`config.mk`:
```
export PLATFORM = sky130hd
export DESIGN_NAME = txspi_port
export DESIGN_NICKNAME = d
export VERILOG_FILES = /design/src/rtl/txspi_pkg.sv /design/src/rtl/txspi_sync.sv /design/src/rtl/txspi_regfile.sv /design/src/rtl/txspi_frame.sv /design/src/rtl/txspi_port.sv
export SDC_FILE = /design/constraint.sdc
export NUM_CORES = 1
export LEC_CHECK = 0
export BUFFER_PORTS_ARGS = -buffer_cell sky130_fd_sc_hd__buf_2
export CELL_PAD_IN_SITES_DETAIL_PLACEMENT = 0
export CELL_PAD_IN_SITES_GLOBAL_PLACEMENT = 1
export CORE_UTILIZATION = 35
export CTS_CLUSTER_SIZE = 30
export DETAILED_ROUTE_END_ITERATION = 8
export PLACE_DENSITY = 0.62
export SYNTH_ARGS = -nofsm -noshare
export SYNTH_HDL_FRONTEND = slang
export SYNTH_SLANG_ARGS = --single-unit
```
`constraint.sdc`:
```
create_clock -name clk -period 2.5 [get_ports clk]
set_input_delay 0 -clock clk [delete_from_list [all_inputs] [get_ports clk]]
set_output_delay 0 -clock clk [all_outputs]
set_load 0.05 [all_outputs]
```
`src/rtl/txspi_pkg.sv`:
```
package txspi_pkg;
  typedef enum logic [1:0] {
    PH_ADDR = 2'd0,
    PH_DATA = 2'd1,
    PH_DONE = 2'd2
  } phase_e;
endpackage

```
`src/rtl/txspi_sync.sv`:
```
module txspi_sync #(
  parameter int          W       = 4,
  parameter logic [W-1:0] RST_VAL = '0
) (
  input  logic         clk,
  input  logic         rst,
  input  logic [W-1:0] d,
  output logic [W-1:0] q
);
  for (genvar i = 0; i < W; i++) begin : g_bit
    logic s1, s2;
    always_ff @(posedge clk) begin
      if (rst) begin
        s1 <= RST_VAL[i];
        s2 <= RST_VAL[i];
      end else begin
        s1 <= d[i];
        s2 <= s1;
      end
    end
    assign q[i] = s2;
  end
endmodule

```
`src/rtl/txspi_regfile.sv`:
```
module txspi_regfile #(
  parameter int NREGS     = 16,
  parameter int LOCK_BASE = 12,
  parameter int AW        = 7,
  parameter int DW        = 8
) (
  input  logic          clk,
  input  logic          rst,
  input  logic          we,
  input  logic [AW-1:0] waddr,
  input  logic [DW-1:0] wdata,
  input  logic          sleep_mode,
  input  logic [AW-1:0] raddr,
  output logic [DW-1:0] rdata
);
  localparam int            IW     = (NREGS > 1) ? $clog2(NREGS) : 1;
  localparam logic [AW-1:0] TOP_A  = AW'(NREGS);
  localparam logic [AW-1:0] LOCK_A = AW'(LOCK_BASE);

  logic [DW-1:0] mem [NREGS];

  logic w_in_range, w_locked;
  assign w_in_range = (waddr < TOP_A);
  assign w_locked   = sleep_mode && (waddr >= LOCK_A);

  always_ff @(posedge clk) begin
    if (rst) begin
      for (int i = 0; i < NREGS; i++) mem[i] <= '0;
      rdata <= '0;
    end else begin
      if (we && w_in_range && !w_locked) mem[waddr[IW-1:0]] <= wdata;
      rdata <= (raddr < TOP_A) ? mem[raddr[IW-1:0]] : '0;
    end
  end
endmodule

```
`src/rtl/txspi_frame.sv`:
```
module txspi_frame
  import txspi_pkg::*;
#(
  parameter int DW = 8,
  parameter int AW = DW - 1
) (
  input  logic          clk,
  input  logic          rst,
  input  logic          sclk_s,
  input  logic          reg_cs_n_s,
  input  logic          fifo_cs_n_s,
  input  logic          sdi_s,
  output logic          reg_we,
  output logic [AW-1:0] reg_addr,
  output logic [DW-1:0] reg_wdata,
  input  logic [DW-1:0] reg_rdata,
  output logic          sdo,
  output logic          sdo_oe,
  output logic          fifo_push,
  output logic [DW-1:0] fifo_byte
);
  localparam int CW = $clog2(DW);
  localparam logic [CW-1:0] LAST = CW'(DW - 1);

  logic          sclk_d, spoiled, rd_flag;
  logic [CW-1:0] bit_cnt;
  logic [DW-1:0] in_sr, out_sr;
  logic [1:0]    load_pipe;
  phase_e        phase;

  logic rise, fall, reg_on, fifo_on, clash, idle, reg_go, fifo_go, byte_end;
  logic [DW-1:0] byte_now;

  assign rise     = sclk_s & ~sclk_d;
  assign fall     = ~sclk_s & sclk_d;
  assign reg_on   = ~reg_cs_n_s;
  assign fifo_on  = ~fifo_cs_n_s;
  assign clash    = reg_on & fifo_on;
  assign idle     = ~reg_on & ~fifo_on;
  assign reg_go   = reg_on & ~fifo_on & ~spoiled;
  assign fifo_go  = fifo_on & ~reg_on & ~spoiled;
  assign byte_now = {in_sr[DW-2:0], sdi_s};
  assign byte_end = rise && (bit_cnt == LAST);

  always_ff @(posedge clk) begin
    if (rst) begin
      sclk_d    <= 1'b0;
      spoiled   <= 1'b0;
      rd_flag   <= 1'b0;
      bit_cnt   <= '0;
      in_sr     <= '0;
      out_sr    <= '0;
      load_pipe <= '0;
      phase     <= PH_ADDR;
      reg_we    <= 1'b0;
      reg_addr  <= '0;
      reg_wdata <= '0;
      sdo       <= 1'b0;
      sdo_oe    <= 1'b0;
      fifo_push <= 1'b0;
      fifo_byte <= '0;
    end else begin
      sclk_d    <= sclk_s;
      reg_we    <= 1'b0;
      fifo_push <= 1'b0;
      load_pipe <= {load_pipe[0], 1'b0};
      if (clash)     spoiled <= 1'b1;
      else if (idle) spoiled <= 1'b0;

      if (!reg_go && !fifo_go) begin
        bit_cnt <= '0;
        phase   <= PH_ADDR;
        rd_flag <= 1'b0;
        sdo_oe  <= 1'b0;
      end else begin
        if (rise) begin
          in_sr   <= byte_now;
          bit_cnt <= byte_end ? '0 : bit_cnt + CW'(1);
        end
        if (fifo_go && byte_end) begin
          fifo_push <= 1'b1;
          fifo_byte <= byte_now;
        end
        if (reg_go) begin
          if (byte_end && phase == PH_ADDR) begin
            rd_flag      <= byte_now[DW-1];
            reg_addr     <= byte_now[AW-1:0];
            load_pipe[0] <= byte_now[DW-1];
            phase        <= PH_DATA;
          end
          if (byte_end && phase == PH_DATA) begin
            phase <= PH_DONE;
            if (!rd_flag) begin
              reg_we    <= 1'b1;
              reg_wdata <= byte_now;
            end
          end
          if (load_pipe[1]) out_sr <= reg_rdata;
          if (fall && phase == PH_DATA && rd_flag) begin
            sdo    <= out_sr[DW-1];
            out_sr <= {out_sr[DW-2:0], 1'b0};
            sdo_oe <= 1'b1;
          end
        end
      end
    end
  end
endmodule

```
`src/rtl/txspi_port.sv`:
```
module txspi_port #(
  parameter int NREGS     = 16,
  parameter int LOCK_BASE = 12,
  parameter int DW        = 8
) (
  input  logic          clk,
  input  logic          rst,
  input  logic          spi_sclk,
  input  logic          spi_reg_cs_n,
  input  logic          spi_fifo_cs_n,
  input  logic          spi_sdio_in,
  output logic          spi_sdio_out,
  output logic          spi_sdio_oe,
  input  logic          sleep_mode,
  output logic          fifo_push,
  output logic [DW-1:0] fifo_byte
);
  localparam int AW = DW - 1;

  logic          sclk_s, reg_cs_n_s, fifo_cs_n_s, sdi_s;
  logic          reg_we;
  logic [AW-1:0] reg_addr;
  logic [DW-1:0] reg_wdata, reg_rdata;

  txspi_sync #(.W(4), .RST_VAL(4'b0110)) u_sync (
    .clk (clk),
    .rst (rst),
    .d   ({spi_sclk, spi_reg_cs_n, spi_fifo_cs_n, spi_sdio_in}),
    .q   ({sclk_s, reg_cs_n_s, fifo_cs_n_s, sdi_s})
  );

  txspi_frame #(.DW(DW), .AW(AW)) u_frame (
    .clk         (clk),
    .rst         (rst),
    .sclk_s      (sclk_s),
    .reg_cs_n_s  (reg_cs_n_s),
    .fifo_cs_n_s (fifo_cs_n_s),
    .sdi_s       (sdi_s),
    .reg_we      (reg_we),
    .reg_addr    (reg_addr),
    .reg_wdata   (reg_wdata),
    .reg_rdata   (reg_rdata),
    .sdo         (spi_sdio_out),
    .sdo_oe      (spi_sdio_oe),
    .fifo_push   (fifo_push),
    .fifo_byte   (fifo_byte)
  );

  txspi_regfile #(.NREGS(NREGS), .LOCK_BASE(LOCK_BASE), .AW(AW), .DW(DW)) u_regs (
    .clk        (clk),
    .rst        (rst),
    .we         (reg_we),
    .waddr      (reg_addr),
    .wdata      (reg_wdata),
    .sleep_mode (sleep_mode),
    .raddr      (reg_addr),
    .rdata      (reg_rdata)
  );
endmodule

```
After elaboration in Yosys (flattened, before gate mapping)
Memories as Yosys holds them, arrays and structs flattened. A register that Yosys moved wholly into a read port is not among the register bits. Cells that the tools add are included.

Reduce and logical (&&, ||, !) cells: 31. Equal/unequal tests: 2. $lt $le $gt $ge: 2. Mux-type cells: 17. Bitwise logic cells: 19. $add $sub $neg: 1.

Operator list (number): 8-bit 2-to-1 mux (3); 1-bit NOT (11); 1-bit logical AND (10); 1-bit 2-to-1 mux (10); 2-bit AND reduction (5); 3-bit AND reduction (3); 1-bit bitwise AND (8); 4-bit OR reduction (2); 8-bit OR reduction (1); 7-bit by 4-bit >= comparator with 1-bit output, second input constant (1); 7-bit by 5-bit < comparator with 1-bit output, second input constant (1); 2-bit nonzero test (3); 2-bit 2-to-1 mux (2); 4-bit 2-to-1 mux (1); 4-bit AND reduction (1); 2-bit OR reduction (2); 3-bit by 1-bit adder with 3-bit output, second input constant (1); 3-bit equality test, second input constant (1); 1-bit zero test (3); 3-bit 2-to-1 mux (1); 2-bit by 1-bit equality test with 1-bit output, second input constant (1); 2-bit zero test (1).

Memories kept: 1. Register bits: 60. Input bits: 7. Word-level logic and storage cells: 97. Memory bits (writable): 128.

Memory list: u_regs.mem (depth 16, width 8, read ports 1, clocked after memory_dff 1, wr ports 16, line txspi_regfile.sv:20) `logic [DW-1:0] mem [NREGS];`.

Longest topological paths before layout
Gate-level depths: netlist (run 1).

Depth in word-level cells: 9. Depth in mapped cells: 7. Mapped depth without buffers: 6.

Modules after synthesis
From an unflattened synthesis (run 1), not the netlist that was laid out.

Cell total of the unflattened synthesis: 690. Area, all modules: 8911.0 um^2.

Modules (own cells, without submodules): txspi_regfile (area an instance 6359.8 um^2, cells an instance 414, instances 1); txspi_frame (area an instance 2311.0 um^2, cells an instance 256, instances 1); txspi_sync (area an instance 240.2 um^2, cells an instance 20, instances 1).

Least setup slack after synthesis (run 1)
OpenSTA, ideal clock, no wires.

Path type: reg2reg. Start point: register u_frame.reg_addr[6]. End point: memory u_regs.mem[0][0] (enable). Period minus slack after synthesis: 1.858 ns. Library setup time: 0.310 ns. Data required time: 2.190 ns. Slack: 0.642 ns. Stages on the path, launching flop included: 5. Data arrival time: 1.548 ns. Cell sequence: dfxtp_1 nor4_4 nand3b_1 nor3_1 or2_2.

RTL lines: from (decl) (line txspi_frame.sv:14) `output logic [AW-1:0] reg_addr,`; from (signal assigned) (line txspi_frame.sv:87) `reg_addr <= byte_now[AW-1:0];`; to (decl) (line txspi_regfile.sv:20).

Worst setup path in the final report (run 1)
Start point: register u_frame.bit_cnt[0]. End point: register u_frame.reg_addr[1].

Longest elaborated chain between the ends: 4.

Ends and longest elaborated chain: from (decl) (line txspi_frame.sv:26) `logic [CW-1:0] bit_cnt;`; from (signal assigned) (line txspi_frame.sv:78) `bit_cnt <= byte_end ? '0 : bit_cnt + CW'(1);`; 3-bit equality test (line txspi_frame.sv:43) `assign byte_end = rise && (bit_cnt == LAST);`; 1-bit logical AND (line txspi_frame.sv:43); 1-bit logical AND (line txspi_frame.sv:85) `if (byte_end && phase == PH_ADDR) begin`; 3-bit AND reduction (no source line).

Every way passes these cells. A chain may end at the register's enable or synchronous reset.

==> impl.org, run 1 <==
** Timing
- Setup total negative slack on the finished layout was measured at 0 ns.
- RSZ-0062 raised after global routing :: no
- Of the available clock period, the critical path in the final layout requires 0.813.
- Post-layout min period :: 2.03 ns
- Final setup violation count :: 0
- Timing would allow up to 0.492 GHz.
- Number of endpoints with negative hold slack in the final report :: 0
- At the pin with the least slew margin, the transition time is 0.872 ns.
- Measured against its own limit, the worst slew margin works out to 0.418.
- The final max-slew violation count is 0.
- Across the routed clock network, the largest skew measured is 0.0175 ns.

** Logic synthesis
- The synthesized netlist occupies a cell area of 8480 um^2.
- Syn. warnings :: 0
- After synthesis, the mean cell area works out to 13.7 um^2.
- When the netlist entered floorplanning its net count stood at 631.
- In this run, synthesis inferred 128 flip-flops with an integrated enable.
- Proportion of synthesized chip area in sequential cells :: 0.614
- Counting every instance in the synthesized netlist gives 619.
- Synthesized flop and latch total :: 196
- Top area cells in the synthesized netlist :: edfxtp_1 (45%), dfxtp_1 (16%), and2_1 (8.9%)
- The most used flip-flop cell after synthesis is edfxtp_1.
- The share of synthesized area in the top cell type comes to 0.453.
- After synthesis, the netlist uses 47 different library cells.
- Share of flip-flops with an asynchronous set or reset after synthesis :: 0
- Synth area leader :: edfxtp_1

** Die
- For this configuration, the core starts out at a cell density of 0.359.
- For this design the top-level I/O count stands at 18.
- The die is 158 um wide.
- Die height :: 158 um
- FP Rows :: 56
- Die area :: 24800 um^2
- The total area inside the core boundary comes to 23600 um^2.

** Setup path
- Data on the critical path arrives at its endpoint at 2.32 ns.
- STA classifies the critical path startpoint as a flop.
- STA puts the critical path data required time at 2.79 ns.
- The critical path is of the reg -> reg type.
- Gate family responsible for the most delay along the worst path :: simple AND/OR/NAND/NOR gates
- Traced cell by cell, the critical path runs through ha_1 > ha_1 > and4bb_2 > nor4bb_2 > buf_4 > mux2i_1 > nor2_1.
- Along the worst path, the maximum fanout reaches 12.
- Together, buffers and inverters on the worst path number 1.
- Highest-delay cell along the critical path :: and4bb_2
- Element type at the critical path end :: flop
- Counting stages on the worst path, the most repeated cell is ha_1.
- CP max stage delay :: 0.40 ns

** Routing
- The routed design has 19000 um of wire.
- Detailed routing inserted a total of 4808 vias.
- Dividing the detail-routed wire length by the instance count gives 19.3 um.
- Violation count after the first detailed-route iteration :: 457
- Dividing the detail-routed via count by the number of cells gives 4.90.
- Number of iterations in the first detailed-routing pass :: 4
- The detail route stage leaves a number of antenna-violating nets equal to 0.
- Residual DRC :: 0

** Finish
- In the final design database the tool counted 662 nets.
- From synthesis to final layout, the design area changed by 13.6%.
- After filler insertion, the fill cell instance count of the layout stands at 2236.
- The library cell used most frequently in the layout, excluding fill and tap cells, is edfxtp_1.
- Number of antenna repair diodes :: 0
- In the layout the commonest cells are edfxtp_1 (128), and2_1 (120), dfxtp_1 (67).
- Layout cell share with drive strength beyond 1 :: 0.210
- After routing the design area is 9630 um^2.

** Clock network
- Clock-pin slew was measured on the worst setup and hold paths at 0.07 ns.
- Max Root-Sink Buffers :: 2
- Clock latency on the worst-skew pair, taken at its later pin, is 0.44 ns.
- Number of CTS-inserted buffers :: 17
- Clock Sink Count :: 196
- Clock root cell :: clkbuf_16
- TritonCTS built the clock tree.
- Number of levels the H-tree was split into :: 4

** Worst hold path
- Class of the worst hold path :: in -> reg

** Global routing
- Largest net degree at the start of global routing :: 69
- Total global routing overflow :: 0
- First-pass GRT wire length :: 29300 um
- Via count of the first global-routing pass :: 4859
- The initial antenna violation count came to 0.
- In the global route stage, overall resource usage came out at 0.163.

** Place
- Routability-driven placement finished with a final weighted congestion of 0.797.
- Cell area after placement :: 8980 um^2
- Detailed placement finished with a half-perimeter wire length of 12800 um.
- Port Buf Inserts :: 17

** Power and ir drop
- In this run the power density over the cells is 678 nW/um^2.
- In this run the static leakage power is 3.55 nW.
- Largest voltage drop on the vdd net :: 0.000513 V

** Job
- Max capacitance violation total :: 0

** Run status
- Run status :: finished clean
power breakdown:
group / switching [mW] / internal [mW]
clock network: 1.29 / 1.54
logic: 0.0952 / 0.0610
registers: 0.0311 / 3.51
cells in the mapped netlist, types with 2 or more instances:
cell / instances
a21oi_1: 12
a221o_1: 8
a221oi_1: 7
a22o_1: 7
and2_1: 120
and2_2: 8
buf_2: 5
buf_6: 5
clkbuf_1: 20
clkbuf_8: 3
dfxtp_1: 68
edfxtp_1: 128
ha_1: 5
inv_1: 10
mux2i_1: 28
mux4_1: 9
mux4_2: 23
nand2_1: 13
nand2b_1: 10
nand3_1: 17
nand3b_1: 2
nand4b_1: 2
nor2_1: 47
nor2b_1: 10
nor3_1: 2
nor3_2: 4
nor3b_1: 2
o21ai_0: 6
or2_2: 20
flip-flops by register name, indices dropped and copies added, names as in the netlist:
register / count
u_frame.sdo: 1
u_frame.in_sr: 7
u_frame.fifo_push: 1
u_frame.reg_we: 1
u_frame.reg_wdata: 8
u_frame.spoiled: 1
u_frame.reg_addr: 7
u_frame.fifo_byte: 8
u_frame.sclk_d: 1
u_frame.out_sr: 8
u_sync.g_bit.s1: 4
u_frame.rd_flag: 1
u_frame.sdo_oe: 1
u_sync.g_bit.s2: 4
u_frame.load_pipe: 2
u_frame.phase: 2
u_frame.bit_cnt: 3
u_regs.rdata: 8
u_regs.mem: 128
path summary, 6_finish.rpt:
check        depth (start not counted)                   to          startpoint  slack (ns)
max                                  7  u_frame.reg_addr[1]  u_frame.bit_cnt[0]        0.47
min                                  3       u_frame.sdo_oe                 rst        0.16
max reg2reg                          7  u_frame.reg_addr[1]  u_frame.bit_cnt[0]        0.47
min reg2reg                          1   u_sync.g_bit[1].s2  u_sync.g_bit[1].s1        0.41
layer usage:
layer	wire, um	vias up	GRT usage
li1	-	2294	-
met1	8830	2409	0.223
met2	9110	90	0.264
met3	841	15	0.0301
met4	214	0	0.0467
met5	0	-	0
repair_timing:
action	CTS	global route
hold buffers	4	0
gates resized for setup	0	0
buffers inserted	0	0
hold endpoints to repair	4	0
cell type report:
type,count,area [um^2],area share
tap,319,399,0.0415
sequential,196,5210,0.541
timing repair buffer,48,353,0.0367
multi-input combinational,377,3020,0.314
clock buffer,18,439,0.0456
clock inverter,14,171,0.0178
inverter,10,37.5,0.00390
worst min-delay path, cell delays in order:
cell and delay [ns]:
buf_2 0.15, or3_1 0.32, a21oi_1 0.06
cell families (layout without fill, tap and decap cells):
logic type / count (synthesis) / count (layout) / synth area share
DFF: 196 / 196 / 0.614
xor gates and xnor gates: 1 / 1 / 0.00103
muxes: 60 / 60 / 0.122
and+or+nand+nor: 269 / 269 / 0.189
buffers and inverters: 46 / 90 / 0.0303
AOI/OAI and AO/OA: 42 / 42 / 0.0366
adders and majority gates: 5 / 5 / 0.00738
stage by stage:
| step | power, mW | std cells | hold WS [ns] | util | setup slack [ns] |
|---|---|---|---|---|---|
| finish | 6.53 | 982 | 0.157 | 0.408 | 0.467 |
| global route | 6.72 | 982 | 0.194 | 0.408 | 0.334 |
| CTS | 6.59 | 982 | 0.161 | 0.408 | 0.461 |
| detailed placement | 3.77 | 946 | 0.187 | 0.380 | 0.474 |
| global placement | 3.77 | 946 | 0.184 | 0.380 | 0.510 |
| floorplan | 3.71 | 619 | 0.104 | - | 0.642 |
Power figures use the tool's default switching activity.
==> inputs of run 2 (changes only) <==
--- a/config.mk
+++ b/config.mk
@@ -11,7 +11,7 @@
 export CORE_UTILIZATION = 35
 export CTS_CLUSTER_SIZE = 30
 export DETAILED_ROUTE_END_ITERATION = 8
-export PLACE_DENSITY = 0.62
+export PLACE_DENSITY = 0.64
 export SYNTH_ARGS = -nofsm -noshare
 export SYNTH_HDL_FRONTEND = slang
 export SYNTH_SLANG_ARGS = --single-unit
==> constraint.sdc (replaced) <==
create_clock -name clk -period 1.6 [get_ports clk]
set_input_delay 0 -clock clk [delete_from_list [all_inputs] [get_ports clk]]
set_output_delay 0 -clock clk [all_outputs]
set_load 0.05 [all_outputs]
==> impl.org, run 2 (synthesis gave the netlist of run 1 again) <==
** Routing
- Amount of wire on met3 after detailed routing :: 830 um (was 841 um)
- The first-pass detailed-route iteration total came to 4 (unchanged).
- The detailed-routed wire length on met2 is 8950 um (was 9110 um).
- The post-detailed-route count of antenna-violating nets is 0 (unchanged).
- Final wirelength :: 19100 um (was 19000 um)
- Average wire per standard cell :: 18.6 um (was 19.3 um)
- The routed length on met1 is 8870 um (was 8830 um).
- Topmost layer with routed signal wires :: met4 (unchanged)
- The iteration-0 DRC count of the detailed router came to 395 (was 457).
- The remaining design rule violation count was 0 (unchanged).
- Via-to-Cell Ratio :: 4.86 (was 4.90)
- Vias post-DR :: 5003 (was 4808)

** Setup path
- CP max stage delay :: 0.37 ns (was 0.40 ns)
- The kind of critical path is reg -> reg (unchanged).
- Gate family responsible for the most delay along the worst path :: simple AND/OR/NAND/NOR gates (unchanged)
- Critical Path Fanout Max :: 8 (was 12)
- Capture instance of the worst register-to-register path :: u_regs.mem[2][5] (was u_frame.reg_addr[1])
- R2r startpoint :: u_frame.reg_addr[6] (was u_frame.bit_cnt[0])
- The critical path launch point type was a flop (unchanged).
- Register-to-Register Setup Slack :: -0.26 ns (was 0.47 ns)
- The origin of the worst setup path is u_frame.reg_addr[6] (was u_frame.bit_cnt[0]).
- End point of the critical path :: u_regs.mem[2][5] (was u_frame.reg_addr[1])
- Cell Chain, Critical Path: nor4_4 > buf_6 > nand3b_1 > nor2_2 > or2_4 (was ha_1 > ha_1 > and4bb_2 > nor4bb_2 > buf_4 > mux2i_1 > nor2_1).
- The total stage count of the critical path came to 5 (was 7).
- Length in cells of the worst reg-to-reg path :: 5 (was 7)
- The number of buffers and inverters on the critical path came to 1 (unchanged).
- The critical path data arrival time came to 2.01 ns (was 2.32 ns).
- Element type at the critical path end :: flop (unchanged)
- Highest-delay cell along the critical path :: nor4_4 (was and4bb_2)
- Data required time at the worst endpoint :: 1.75 ns (was 2.79 ns)

** Finish
- Layout area overhead :: 22.6% (was 13.6%)
- Final standard cell count with taps included and fillers excluded :: 1029 (was 982)
- Largest register by flop count :: u_regs.mem (unchanged)
- Commonest cells after routing, fill and taps aside: edfxtp_1 (128), and2_1 (94), dfxtp_1 (61) (was edfxtp_1 (128), and2_1 (120), dfxtp_1 (67)).
- The antenna cell count is 0 (unchanged).
- Layout cell share with drive strength beyond 1 :: 0.352 (was 0.210)
- The net total in the final layout was 709 (was 662).
- Most common cell after layout, fill and taps aside :: edfxtp_1 (unchanged)
- Filler cells :: 2128 (was 2236)
- The flip-flop count of the largest register, all copies and words added came to 128 (unchanged).

** Clock network
- The number of buffers on the longest clock path came to 2 (unchanged).
- Clock Sink Count :: 196 (unchanged)
- Clock latency at the later pin of the worst-skew pair :: 0.44 ns (about the same)
- Number of levels the H-tree was split into :: 4 (unchanged)
- Clock-pin slew reported for the worst setup and hold paths after clock tree synthesis :: 0.07 ns (about the same)
- The TritonCTS clock tree is yes (unchanged).
- Clock root cell :: clkbuf_16 (unchanged)
- The number of buffers created by CTS came to 17 (unchanged).

** Die
- The number of placement rows was 56 (unchanged).
- Number of I/O pins :: 18 (unchanged)
- Width of the chip :: 158 um (unchanged)
- Die height :: 158 um (unchanged)
- The initial cell density of the core came to 0.359 (unchanged).
- The core box area was 23600 um^2 (unchanged).
- The overall die area is 24800 um^2 (unchanged).

** Global routing
- Largest net degree at the start of global routing :: 70 (was 69)
- First-pass GRT wire length :: 29800 um (was 29300 um)
- The global routing usage summed across all routing layers was 0.168 (was 0.163).
- The initial antenna violation count is 0 (unchanged).
- The total congestion overflow was 0 (unchanged).
- The number of global-route vias before repair came to 5058 (was 4859).

** Timing
- RSZ-0062 raised after global routing :: yes (was no)
- Ratio of final minimum period to clock period :: 1.16 (was 0.813)
- The slew at the pin closest to its max-slew limit is 0.447 ns (was 0.872 ns).
- Final max-slew violation count :: 0 (unchanged)
- The maximum clock frequency is 0.538 GHz (was 0.492 GHz).
- The relative slew slack was 0.701 (was 0.418).
- Final worst clock skew :: 0.00710 ns (was 0.0175 ns)
- The slack of the critical path was -0.258 ns (was 0.467 ns).
- The minimum period implied by the final worst setup slack is 1.86 ns (was 2.03 ns).
- Number of endpoints with negative hold slack in the final report :: 0 (unchanged)
- Final setup violation count :: 257 (was 0)

** Power and ir drop
- The peak supply drop is 0.000769 V (was 0.000513 V).
- The standby leakage power was 3.85 nW (was 3.55 nW).
- The total design power came to 9.90 mW (was 6.53 mW).
- Power Dens Cells :: 953 nW/um^2 (was 678 nW/um^2)

** Place
- The number of placed instances, taps included is 982 (was 946).
- The count of input and output buffers is 17 (unchanged).
- The last weighted congestion value of the routability-driven placer is 0.793 (was 0.797).
- Post-detail-place hpwl :: 13800 um (was 12800 um)

** Worst hold path
- The class of the most critical hold timing path is in -> reg (unchanged).

** Run status
- Run status: finished, violations left (was finished clean).
- The final reports fail on negative setup slack.

** Job
- The number of violations of the max-capacitance limit was 0 (unchanged).
==> run 2: cell count changes in the layout (fill, tap and decap cells not counted), moves of 6 or more <==
cell / previous run / this run
and2_4: 0 / 35
and2_1: 120 / 94
buf_4: 25 / 48
buf_6: 0 / 13
nor2_1: 47 / 36
or2_2: 20 / 10
or2_4: 0 / 10
nor2_2: 0 / 9
and2_2: 8 / 0
mux4_1: 9 / 1
mux4_2: 23 / 31
dfxtp_1: 67 / 61
==> run 2: worst min-delay path by stage <==
stage	from	end	slack, ns	depth (start not counted)
detailed placement	spi_reg_cs_n	u_sync.g_bit[2].s1	0.19	2
global route	rst	u_sync.g_bit[3].s2	0.10	3
floorplan	spi_fifo_cs_n	u_sync.g_bit[1].s1	0.10	1
CTS	rst	u_frame.reg_addr[4]	0.08	3
global placement	spi_reg_cs_n	u_sync.g_bit[2].s1	0.18	2
finish	rst	u_frame.sdo	0.1	3
==> run 2: cell type report <==
cell class,count,area [um^2],area share
clock buffers,17,425,0.0409
flip-flops and latches,196,5220,0.502
clock inverters,15,144,0.0138
inverters,10,37.5,0.00361
multi-input cells,377,3260,0.314
repair buffers,95,910,0.0875
well taps,319,399,0.0384
==> run 2: worst register-to-register path, delay by kind of cell (launching register included) <==
| family | cells | cell delay (ns) |
|---|---|---|
| and+or+nand+nor | 4 | 1.05 |
| DFF | 1 | 0.34 |
| buffers and inverters | 1 | 0.19 |
==> run 2: per-layer routing <==
layer / up-vias / track usage
li1: 2395 / -
met1: 2483 / 0.225
met2: 97 / 0.264
met3: 28 / 0.0334
met4: 0 / 0.0712
met5: - / 0
==> run 2: repair_timing <==
action                                 CTS  global route
resized for setup                       40            65
gates cloned                             4             1
endpoints found under the hold margin    4             0
hold buffers                             4             0
setup endpoints to repair              264           293
setup buffers                            3             4
pin swaps                               15            21
==> run 2: power by group <==
part           switching, mW  internal (mW)  leakage (nW)  total, mW
sequential            0.0533           5.49          1.88       5.54
combinational          0.151          0.118          1.69      0.268
clock                   2.02           2.07         0.284       4.09
==> run 2: metrics by stage <==
step	TNS, ns	cell area, um^2	util	setup WS (ns)	hold slack, ns
global route	-50.89	10400	0.440	-0.322	0.101
finish	-32.63	10400	0.440	-0.258	0.0953
global placement	-25.90	9320	0.395	-0.207	0.183
floorplan	-17.40	8520	-	-0.161	0.104
CTS	-37.88	10200	0.431	-0.233	0.0844
detailed placement	-34.02	9320	0.395	-0.252	0.186
==> inputs of run 3 (changes only) <==
--- a/config.mk
+++ b/config.mk
@@ -5,13 +5,15 @@
 export SDC_FILE = /design/constraint.sdc
 export NUM_CORES = 1
 export LEC_CHECK = 0
+export ABC_AREA = 1
+export ABC_CLOCK_PERIOD_IN_PS = 1600
 export BUFFER_PORTS_ARGS = -buffer_cell sky130_fd_sc_hd__buf_2
 export CELL_PAD_IN_SITES_DETAIL_PLACEMENT = 0
 export CELL_PAD_IN_SITES_GLOBAL_PLACEMENT = 1
 export CORE_UTILIZATION = 35
 export CTS_CLUSTER_SIZE = 30
 export DETAILED_ROUTE_END_ITERATION = 8
-export PLACE_DENSITY = 0.64
+export PLACE_DENSITY = 0.68
 export SYNTH_ARGS = -nofsm -noshare
 export SYNTH_HDL_FRONTEND = slang
 export SYNTH_SLANG_ARGS = --single-unit
==> impl.org, run 3 <==
** Place
- Post-detail-place hpwl :: 15000 um (was 13800 um)
- Gp weighted congestion :: 0.813 (was 0.793)
- Setup Slack @ Placement :: -0.215 ns (was -0.252 ns)
- Placed instance count :: 1391 (was 982)
- The count of input and output buffers came to 17 (unchanged).
- Cell area after placement :: 9760 um^2 (was 9320 um^2)

** Power and ir drop
- The sequential power share is 0.533 (was 0.560).
- Internal power of the cells :: 7.96 mW (was 7.67 mW)
- The part of the power in the clock network is 0.430 (was 0.413).
- The power density over cell area was 897 nW/um^2 (was 953 nW/um^2).
- Switching Fraction :: 0.245 (was 0.225)
- The total design power came to 10.5 mW (was 9.90 mW).
- The standby leakage power was 4.49 nW (was 3.85 nW).
- The reported net switching power was 2.58 mW (was 2.23 mW).
- Largest voltage drop on the vdd net :: 0.000670 V (was 0.000769 V)
- Share of total power in combinational logic :: 0.038 (was 0.027)

** Finish
- Final standard cell count with taps included and fillers excluded :: 1431 (was 1029)
- The top register by number of flip-flops is u_regs.mem (unchanged).
- The post-layout utilization of the core is 0.483 (was 0.440).
- The finished layout cell area was 11800 um^2 (was 10400 um^2).
- The antenna cell count came to 0 (unchanged).
- The multi-input logic area was 4220 um^2 (was 3260 um^2).
- The combined flip-flop and latch cell area is 5210 um^2 (was 5220 um^2).
- Number of flip-flops in the largest register :: 128 (unchanged)
- Most common cell after layout, fill and taps aside :: nand2_1 (was edfxtp_1)
- Commonest cells after routing, fill and taps aside: nand2_1 (387), edfxtp_1 (128), nor2_1 (93) (was edfxtp_1 (128), and2_1 (94), dfxtp_1 (61)).
- The fraction of layout instances using a drive strength above 1 is 0.287 (was 0.352).
- The net total in the final layout is 1106 (was 709).
- Filler cells :: 2242 (was 2128)
- Layout area overhead :: 35.6% (was 22.6%)

** Clock network
- The number of buffers on the longest clock path came to 2 (unchanged).
- The buffer type at the clock tree root was clkbuf_16 (unchanged).
- The insertion delay to the later sink of the worst-skew pair came to 0.44 ns (about the same).
- The clock sink count came to 196 (unchanged).
- Clock tree from TritonCTS :: yes (unchanged)
- Number of CTS-inserted buffers :: 17 (unchanged)
- Number of levels the H-tree was split into :: 4 (unchanged)
- The clock-pin slew on the worst setup and hold paths was 0.09 ns (was 0.07 ns).

** Global routing
- Largest net degree at the start of global routing :: 33 (was 70)
- Global routing usage summed across all routing layers :: 0.175 (was 0.168)
- The initial antenna violation count came to 0 (unchanged).
- Total global routing overflow :: 0 (unchanged)
- The wire length of the first global-routing pass came to 33700 um (was 29800 um).
- The number of global-route vias before repair came to 6316 (was 5058).

** Logic synthesis
- The number of flops mapped to enable cells by yosys came to 128 (unchanged).
- Commonest register cell after synthesis :: edfxtp_1 (unchanged)
- Number of standard cells after synthesis :: 1012 (was 619)
- Share of flip-flops with an asynchronous set or reset after synthesis :: 0 (unchanged)
- The sequential fraction of the synthesis area is 0.601 (was 0.614).
- The distinct cell type count after synthesis came to 27 (was 47).
- The synthesized area per cell came to 8.56 um^2 (was 13.7 um^2).
- The number of flip-flops and latches in the synthesized netlist came to 196 (unchanged).
- Syn. warnings :: 0 (unchanged)
- Net count of the mapped netlist :: 1024 (was 631)
- The fraction of synthesized cell area taken by the top area cell type was 0.443 (was 0.453).
- Top post-synthesis cells by count: nand2_1 (408), nor2_1 (206), edfxtp_1 (128) (was edfxtp_1 (128), and2_1 (120), dfxtp_1 (68)).
- Leading cell type by number of instances after synthesis :: nand2_1 (was edfxtp_1)
- Cell area after synthesis :: 8670 um^2 (was 8480 um^2)
- Synth area leader :: edfxtp_1 (unchanged)
- Top area cells in the synthesized netlist: edfxtp_1 (44%), nand2_1 (18%), dfxtp_1 (16%) (was edfxtp_1 (45%), dfxtp_1 (16%), and2_1 (8.9%)).

** Timing
- Setup WS post-layout :: -0.0195 ns (was -0.258 ns)
- The clock skew after layout is 0.0153 ns (was 0.00710 ns).
- The slew at the pin closest to its max-slew limit came to 0.687 ns (was 0.447 ns).
- RSZ-0062 raised after global routing :: yes (unchanged)
- The total negative setup slack is -0.0940 ns (was -32.63 ns).
- Maximum clock frequency :: 0.617 GHz (was 0.538 GHz)
- The final max-slew violation count is 0 (unchanged).
- The minimum period implied by the final worst setup slack came to 1.62 ns (was 1.86 ns).
- The number of hold violations in the final report is 0 (unchanged).
- Ratio of final minimum period to clock period :: 1.01 (was 1.16)
- Relative slew slack :: 0.539 (was 0.701)
- Final setup violation count :: 13 (was 257)
- The final-layout worst hold slack came to 0.266 ns (was 0.0953 ns).

** Die
- The number of placement rows came to 57 (was 56).
- Die height :: 159 um (was 158 um)
- The core box area was 24300 um^2 (was 23600 um^2).
- The width of the chip came to 159 um (was 158 um).
- Die area :: 25400 um^2 (was 24800 um^2)
- The count of pins on the block boundary is 18 (unchanged).
- The initial cell density of the core is 0.356 (was 0.359).

** Job
- The number of violations of the max-capacitance limit was 0 (unchanged).

** Setup path
- The type of element capturing the critical path was a flop (unchanged).
- Crit start category :: flop (unchanged)
- Critical Path Fanout Max :: 8 (unchanged)
- The data required time of the critical path came to 1.88 ns (was 1.75 ns).
- Path type of the worst setup path :: reg -> reg (unchanged)
- The critical path data arrival time was 1.90 ns (was 2.01 ns).

** Routing
- The first-pass detailed-route iteration total is 4 (unchanged).
- The remaining design rule violation count was 0 (unchanged).
- Vias post-DR :: 6491 (was 5003)
- The mean routed wirelength per cell came to 15.3 um (was 18.6 um).
- The top layer used by detailed routing is met4 (unchanged).
- Routed met1 length :: 10200 um (was 8870 um)
- The mean number of vias per cell came to 4.54 (was 4.86).
- The post-detailed-route count of antenna-violating nets is 0 (unchanged).
- The iteration-0 DRC count of the detailed router is 396 (was 395).
- Sum of met2 wire segment lengths after detailed routing :: 11000 um (was 8950 um)
- Final wirelength :: 21900 um (was 19100 um)
- The met3 routed wirelength came to 553 um (was 830 um).

** Worst hold path
- Class of the worst hold path :: in -> reg (unchanged)

** Run status
- Failing checks :: negative setup slack (unchanged)
- Run status: finished, violations left (unchanged).
## run 3: cell types whose count changed after synthesis, moves of 12 or more
cell | previous run | this run
nand2_4 | 0 | 16
mux2i_1 | 28 | 0
inv_1 | 10 | 42
buf_2 | 5 | 17
or2_2 | 20 | 5
o21ai_0 | 6 | 33
mux4_2 | 23 | 0
and2_1 | 120 | 0
nor2_1 | 47 | 206
nand2_1 | 13 | 408
## run 3: what timing repair did
item,CTS,global route
resized for setup,73,272
buffers inserted,5,4
setup endpoints to repair,256,303
pin swaps,11,14
hold buffers,7,0
endpoints found under the hold margin,11,0
gates cloned,0,3
## run 3: worst max-delay path, stage by stage (launching register included)
cell and delay [ns]:
dfxtp_2 0.32, nor2_1 0.10, nand2_1 0.09, nor2_4 0.12, nand3_4 0.16, nor2_4 0.18, buf_8 0.15, nand2_4 0.08
buf_8 0.16, nor2_1 0.10
## run 3: logic make-up after synthesis
logic type / synth area share
AOI/OAI and AO/OA: 0.0299
adders and majority gates: 0.00722
buffers and inverters: 0.0466
DFF: 0.601
and+or+nand+nor: 0.316
## run 3: cell type report
| cell class | count | share of cell area |
|---|---|---|
| Clock buffer | 18 | 0.0383 |
| Sequential cell | 196 | 0.444 |
| Clock inverter | 14 | 0.0163 |
| Timing Repair Buffer | 102 | 0.0898 |
| Inverter | 55 | 0.0181 |
| Tap cell | 324 | 0.0345 |
| Multi-Input combinational cell | 722 | 0.359 |
## run 3: power by group through the flow
| stage | clock network (mW) | logic [mW] | registers, mW |
|---|---|---|---|
| detailed placement | 0 | 0.388 | 5.73 |
| global placement | 0 | 0.386 | 5.72 |
| finish | 4.53 | 0.399 | 5.61 |
| floorplan | 0 | 0.222 | 5.70 |
| CTS | 4.58 | 0.378 | 5.61 |
| global route | 4.78 | 0.450 | 5.63 |
## run 3: worst paths after layout
path / slack [ns] / to / cells after the start / startpoint
worst min register to register: 0.41 / u_frame.load_pipe[1] / 2 / u_frame.load_pipe[0]
worst max-delay path: -0.02 / u_regs.mem[15][3] / 9 / u_frame.reg_addr[6]
worst min-delay path: 0.27 / u_sync.g_bit[1].s1 / 3 / spi_fifo_cs_n
worst max register to register: -0.02 / u_regs.mem[15][3] / 9 / u_frame.reg_addr[6]
## run 3: routing by layer
layer  global-route usage  vias up
met4               0.0485        0
met1                0.230     3042
met5                    0        -
met3               0.0287       12
met2                0.297       75
li1                     -     3362
